===== config.mk =====
export PLATFORM = sky130hd
export DESIGN_NAME = serial_rx_fifo
export DESIGN_NICKNAME = d
export VERILOG_FILES = /design/src/rtl/serial_rx_pkg.sv /design/src/rtl/serial_rx_sync.sv /design/src/rtl/serial_rx_deframer.sv /design/src/rtl/serial_rx_queue.sv /design/src/rtl/serial_rx_fifo.sv
export SDC_FILE = /design/constraint.sdc
export NUM_CORES = 1
export LEC_CHECK = 0
export BUFFER_PORTS_ARGS = -buffer_cell sky130_fd_sc_hd__buf_2
export CORE_UTILIZATION = 50
export DETAILED_ROUTE_END_ITERATION = 8
export PLACE_DENSITY = 0.73
export RECOVER_POWER = 25
export SYNTH_ARGS = -nofsm -noshare
export SYNTH_HDL_FRONTEND = slang
export SYNTH_SLANG_ARGS = --single-unit
export TNS_END_PERCENT = 100

===== constraint.sdc =====
create_clock -name clk -period 2.49 [get_ports clk]
set_input_delay 0.498 -clock clk [delete_from_list [all_inputs] [get_ports clk]]
set_output_delay 0.498 -clock clk [all_outputs]
set_load 0.05 [all_outputs]

===== src/rtl/serial_rx_pkg.sv =====
package serial_rx_pkg;
    localparam int DATA_MAX = 8;

    typedef enum logic [2:0] {
        ST_IDLE,
        ST_START,
        ST_DATA,
        ST_PARITY,
        ST_STOP,
        ST_HOLD
    } rx_state_t;

    typedef struct packed {
        logic [DATA_MAX-1:0] data;
        logic                ferr;
        logic                perr;
    } rx_entry_t;
endpackage


===== src/rtl/serial_rx_sync.sv =====
module serial_rx_sync #(
    parameter int STAGES = 2
) (
    input  logic clk,
    input  logic rst_n,
    input  logic din,
    output logic dout
);
    logic [STAGES-1:0] sr;

    always_ff @(posedge clk or negedge rst_n) begin
        if (!rst_n) sr <= '1;
        else        sr <= {sr[STAGES-2:0], din};
    end

    assign dout = sr[STAGES-1];
endmodule


===== src/rtl/serial_rx_deframer.sv =====
module serial_rx_deframer
    import serial_rx_pkg::*;
(
    input  logic       clk,
    input  logic       rst_n,
    input  logic       en,
    input  logic       rx,
    input  logic       tick,
    input  logic [1:0] par_mode,
    input  logic [1:0] width_sel,
    input  logic       space,
    output logic       push,
    output rx_entry_t  entry,
    output logic       ovr
);
    localparam int CNT_W = 4;
    localparam int IDX_W = $clog2(DATA_MAX);

    rx_state_t          state, nxt;
    logic [CNT_W-1:0]   cnt;
    logic [IDX_W-1:0]   bit_idx;
    logic [IDX_W-1:0]   last_idx;
    logic [DATA_MAX-1:0] data_q;
    logic               v7, v8, maj, mid, bit_end;
    logic               ferr_q, perr_q;

    assign last_idx = IDX_W'(4) + IDX_W'(width_sel);
    assign maj      = (v7 & v8) | (v7 & rx) | (v8 & rx);
    assign mid      = tick && (cnt == CNT_W'(9));
    assign bit_end  = tick && (cnt == CNT_W'(15));

    // next-state logic
    always_comb begin
        nxt = state;
        unique case (state)
            ST_IDLE:   if (tick && !rx) nxt = ST_START;
            ST_START:  if (mid && maj) nxt = ST_IDLE;
                       else if (bit_end) nxt = ST_DATA;
            ST_DATA:   if (bit_end && bit_idx == last_idx)
                           nxt = par_mode[1] ? ST_PARITY : ST_STOP;
            ST_PARITY: if (bit_end) nxt = ST_STOP;
            ST_STOP:   if (mid) nxt = space ? ST_IDLE : ST_HOLD;
            ST_HOLD:   if (space) nxt = ST_IDLE;
                       else if (tick && !rx) nxt = ST_START;
            default:   nxt = ST_IDLE;
        endcase
    end

    // state register and datapath
    always_ff @(posedge clk or negedge rst_n) begin
        if (!rst_n) begin
            state   <= ST_IDLE;
            cnt     <= '0;
            bit_idx <= '0;
            data_q  <= '0;
            v7      <= 1'b1;
            v8      <= 1'b1;
            ferr_q  <= 1'b0;
            perr_q  <= 1'b0;
            ovr     <= 1'b0;
        end else if (!en) begin
            state <= ST_IDLE;
            cnt   <= '0;
            ovr   <= 1'b0;
        end else begin
            state <= nxt;
            if ((state == ST_IDLE || state == ST_HOLD) && nxt == ST_START) begin
                cnt     <= CNT_W'(1);
                bit_idx <= '0;
                data_q  <= '0;
                perr_q  <= 1'b0;
            end else if (tick && state != ST_IDLE && state != ST_HOLD) begin
                cnt <= cnt + 1'b1;
            end
            if (tick && cnt == CNT_W'(7)) v7 <= rx;
            if (tick && cnt == CNT_W'(8)) v8 <= rx;
            if (state == ST_DATA && mid)     data_q[bit_idx] <= maj;
            if (state == ST_DATA && bit_end) bit_idx <= bit_idx + 1'b1;
            if (state == ST_PARITY && mid)   perr_q <= maj ^ (^data_q) ^ par_mode[0];
            if (state == ST_STOP && mid)     ferr_q <= !maj;
            if (state == ST_HOLD && nxt == ST_START) ovr <= 1'b1;
            else if (push)                          ovr <= 1'b0;
        end
    end

    // outputs
    always_comb begin
        push       = 1'b0;
        entry.data = data_q;
        entry.ferr = ferr_q;
        entry.perr = perr_q;
        unique case (state)
            ST_STOP: begin
                entry.ferr = !maj;
                push       = en && mid && space;
            end
            ST_HOLD: push = en && space;
            default: push = 1'b0;
        endcase
    end
endmodule


===== src/rtl/serial_rx_queue.sv =====
module serial_rx_queue
    import serial_rx_pkg::*;
#(
    parameter int DEPTH = 2
) (
    input  logic      clk,
    input  logic      rst_n,
    input  logic      flush,
    input  logic      push,
    input  rx_entry_t wr_entry,
    input  logic      rd,
    output logic      space,
    output logic      nonempty,
    output logic      full,
    output rx_entry_t head
);
    localparam int PW = (DEPTH > 1) ? $clog2(DEPTH) : 1;
    localparam int CW = $clog2(DEPTH + 1);

    rx_entry_t       mem [DEPTH];
    logic [PW-1:0]   rd_ptr, wr_ptr;
    logic [CW-1:0]   count;
    logic            pop;

    assign nonempty = (count != '0);
    assign full     = (count == CW'(DEPTH));
    assign pop      = rd && nonempty;
    assign space    = !full || pop;
    assign head     = mem[rd_ptr];

    function automatic logic [PW-1:0] wrap_inc(input logic [PW-1:0] p);
        return (p == PW'(DEPTH - 1)) ? '0 : p + 1'b1;
    endfunction

    always_ff @(posedge clk or negedge rst_n) begin
        if (!rst_n) begin
            rd_ptr <= '0;
            wr_ptr <= '0;
            count  <= '0;
            for (int i = 0; i < DEPTH; i++) mem[i] <= '0;
        end else if (flush) begin
            rd_ptr <= '0;
            wr_ptr <= '0;
            count  <= '0;
        end else begin
            if (push) begin
                mem[wr_ptr] <= wr_entry;
                wr_ptr      <= wrap_inc(wr_ptr);
            end
            if (pop) rd_ptr <= wrap_inc(rd_ptr);
            count <= count + CW'(push) - CW'(pop);
        end
    end
endmodule


===== src/rtl/serial_rx_fifo.sv =====
module serial_rx_fifo
    import serial_rx_pkg::*;
#(
    parameter int SYNC_STAGES = 2,
    parameter int QUEUE_DEPTH = 2
) (
    input  logic       clk,
    input  logic       rst_n,
    input  logic       rx_in,
    input  logic       rx_en,
    input  logic [1:0] par_mode,
    input  logic [1:0] width_sel,
    input  logic       tick16,
    input  logic       rd_stb,
    output logic       avail,
    output logic [7:0] rd_data,
    output logic       rd_ferr,
    output logic       rd_perr,
    output logic       ovr
);
    logic      rx_s, fr_push, q_space, q_full;
    rx_entry_t fr_entry, q_head;

    serial_rx_sync #(.STAGES(SYNC_STAGES)) u_sync (
        .clk(clk), .rst_n(rst_n), .din(rx_in), .dout(rx_s)
    );

    serial_rx_deframer u_deframer (
        .clk(clk), .rst_n(rst_n), .en(rx_en), .rx(rx_s), .tick(tick16),
        .par_mode(par_mode), .width_sel(width_sel), .space(q_space),
        .push(fr_push), .entry(fr_entry), .ovr(ovr)
    );

    serial_rx_queue #(.DEPTH(QUEUE_DEPTH)) u_queue (
        .clk(clk), .rst_n(rst_n), .flush(!rx_en), .push(fr_push),
        .wr_entry(fr_entry), .rd(rd_stb), .space(q_space),
        .nonempty(avail), .full(q_full), .head(q_head)
    );

    assign rd_data = q_head.data;
    assign rd_ferr = q_head.ferr;
    assign rd_perr = q_head.perr & par_mode[1];
endmodule


==> metrics <==
status finished clean; Setup Viol. Count Final 0; area grow syn2layout 10.86%; grt met3 use 0.04192; Fin Setup TNS 0 ns; cts hold-fix bufs 0; Nets 300; Setup crit end kind flop; first-pass GRT wire length 9363 um; hold crit path type in2reg; reg2reg setup slack between 0.1 and 0.15 ns; row cnt 26; critical path arrival 2.53 ns; Max Transition Viols Final 0; CP max FO 8; compound-cell area share of the yosys netlist 0.1286; fillers 471; Reg area 1232 um^2; hold_sp rx_in; Avg WL per Cell 15.47 um; Post-route DRC 0; worst r2r path cells 6; Simple-Gate Fraction of Synth Area 0.1634; DP Worst Slack 0.1148 ns; Tot GR Track Use 0.2085; Hold Slack 0.2768 ns; vias in the first global route 1913; Critical Path Start Type flop; post-DP HPWL 3863 um; largest family of logic cells by synthesized area simple AND/OR/NAND/NOR gates; Avg Inst Size Synth 10.84 um^2; met1 usage 0.2910; final core occ 0.5887; Synth async-reset ratio 1.000; Initial Util 0.5310; final WL 5491 um; Cells after Synth 255; total congestion overflow 0; Tmin final 2.342 ns; #FFs+latches synth 49; mux cell area share after synthesis 0.1299; Pleak 0.001440 uW; Power Density 499.7 nW/um^2; post-synthesis adder-cell area fraction 0.03078; largest buffer count on any clock path 2; clock latency at the later pin of the worst-skew pair about 0.31 ns; Slew HR 0.2311; area of the multi-input gates 1410 um^2; Worst R2R Start u_deframer.cnt[0]; Peak VDD IR around 250 uV; Worst-Margin Slew 1.153 ns; final cycle utilization of the critical path 0.9405; Syn. warnings 0; WS Path Type reg2reg; CTS root buf clkbuf_8; Max Cap Viol 0; TritonCTS Sinks 49; Synth Cell Area around 2800 um^2; placed cell area 2942 um^2; IO Port Bufs 21; Most Crowded Layer GR met2; XOR/XNOR Fraction of Synth Area 0.05568; Reg clk slew, reported paths 0.09 ns; reg2reg end u_deframer.bit_idx[1]; Final WS setup about 0.15 ns; DR pass1 iterations 4; CTS tree built; Die Ht between 70 and 80 um; sequential area share after synthesis 0.4455; Final ANT Viol Nets 0; vias per cell around 5.7; crit path from u_deframer.cnt[0]; gpl congestion 0.8698; antenna violations before repair 0; core footprint 5205 um^2; unrepaired setup endpoints after global routing false; end of the worst hold path u_sync.sr[0]; Final Cell Area 3064 um^2; hold depth 1; share of post-route cells with drive strength above 1 0.3333; TritonCTS buffer count 5; H-tree depth 2; die width around 76 um; Synth Flop Type dfrtp_1; Fmax achieved 427.0 MHz; Worst EP required 2.68 ns; unique cell type count in the Yosys netlist 54; vias 2017; Final Hold Fails 0; Worst Skew 0.005132 ns; Ports 22; # diodes 0; 1st-iter DRT viols 167; met2 Use GR 0.3054; largest net degree at the start of global routing 23; Post-synth EDFFs 0; net count after synthesis roughly 270; DIE AREA 5829 um^2
==> registers in the layout (all words and copies together), names as in the netlist, 2 cells and up <==
signal / cells
u_queue.count: 2
u_deframer.data_q: 8
u_sync.sr: 2
u_deframer.cnt: 4
u_deframer.bit_idx: 3
u_queue.mem: 20
u_deframer.state: 3
==> how the worst max path moves through the flow <==
stage	end
2_1_floorplan	u_deframer.perr_q
3_3_place_gp	u_queue.mem[16]
3_5_place_dp	u_queue.mem[2]
4_1_cts	u_deframer.bit_idx[1]
5_1_grt	u_deframer.bit_idx[0]
6_report	u_deframer.bit_idx[1]
==> metal layers <==
metal	vias to the layer above	wire length (um)
met5	-	0
met4	0	172
met3	13	298
met2	67	2493
met1	967	2526
li1	970	-
==> metrics by stage <==
stage / total power (uW) / std cells
floorplan: 1006 / 255
global placement: 1068 / 344
detailed placement: 1069 / 344
CTS: 1537 / 352
global route: 1605 / 355
finish: 1531 / 355
==> power by group <==
group          total (uW)  switching (uW)  internal (uW)
Sequential            845            29.5            816
Combinational         213             119           93.9
Clock                 472             278            194
==> timing repair <==
action	4_1_cts	5_1_grt
setup buffers	0	3
endpoints found under the setup margin	0	17
resized for setup	0	2
==> cells in the mapped netlist (all sizes together) (5+ instances only) <==
| library cell | n | share of area |
|---|---|---|
| mux2 | 31 | 0.13 |
| a31o | 7 | 0.022 |
| nor3 | 8 | 0.014 |
| clkbuf | 9 | 0.023 |
| xor2 | 6 | 0.019 |
| inv | 10 | 0.014 |
| o21ai | 11 | 0.024 |
| o2bb2ai | 6 | 0.019 |
| nor2b | 5 | 0.011 |
| dfrtp | 45 | 0.41 |
| a21oi | 11 | 0.020 |
| ha | 6 | 0.027 |
| nand2 | 23 | 0.032 |
| xnor2 | 9 | 0.029 |
| nor2 | 16 | 0.024 |
==> layout make-up <==
cell class	count	area share
clock buffer	5	0.02246
clock inverter	3	0.005717
inverter	10	0.01225
multi-input combinational	184	0.4602
sequential	49	0.4022
tap	70	0.02858
timing repair buffer	34	0.06860
==> layout by cell type (no fill, tap or decap), drive strengths merged, types with 7 or more instances in the layout <==
master,synthesis,layout
a21oi,11,11
a31o,7,7
buf,3,32
clkbuf,9,7
dfrtp,45,45
inv,10,10
mux2,31,31
nand2,23,23
nor2,16,16
nor3,8,8
o21ai,11,11
xnor2,9,9
==> critical path, stage by stage (launching register included) <==
cell	delay [ns]
dfrtp_2	0.42
ha_1	0.24
nand4_2	0.16
or4_4	0.57
a221oi_4	0.35
o21a_1	0.33
o21ai_0	0.15
==> cell families after synthesis <==
group                    after synthesis
AO/OA/AOI/OAI                         47
multiplexers                          32
buffers and inverters                 22
AND/OR/NAND/NOR                       82
flip-flops                            49
adder cells (fa/ha/maj)                7
XOR/XNOR                              16
Power figures use the tool's default switching activity.
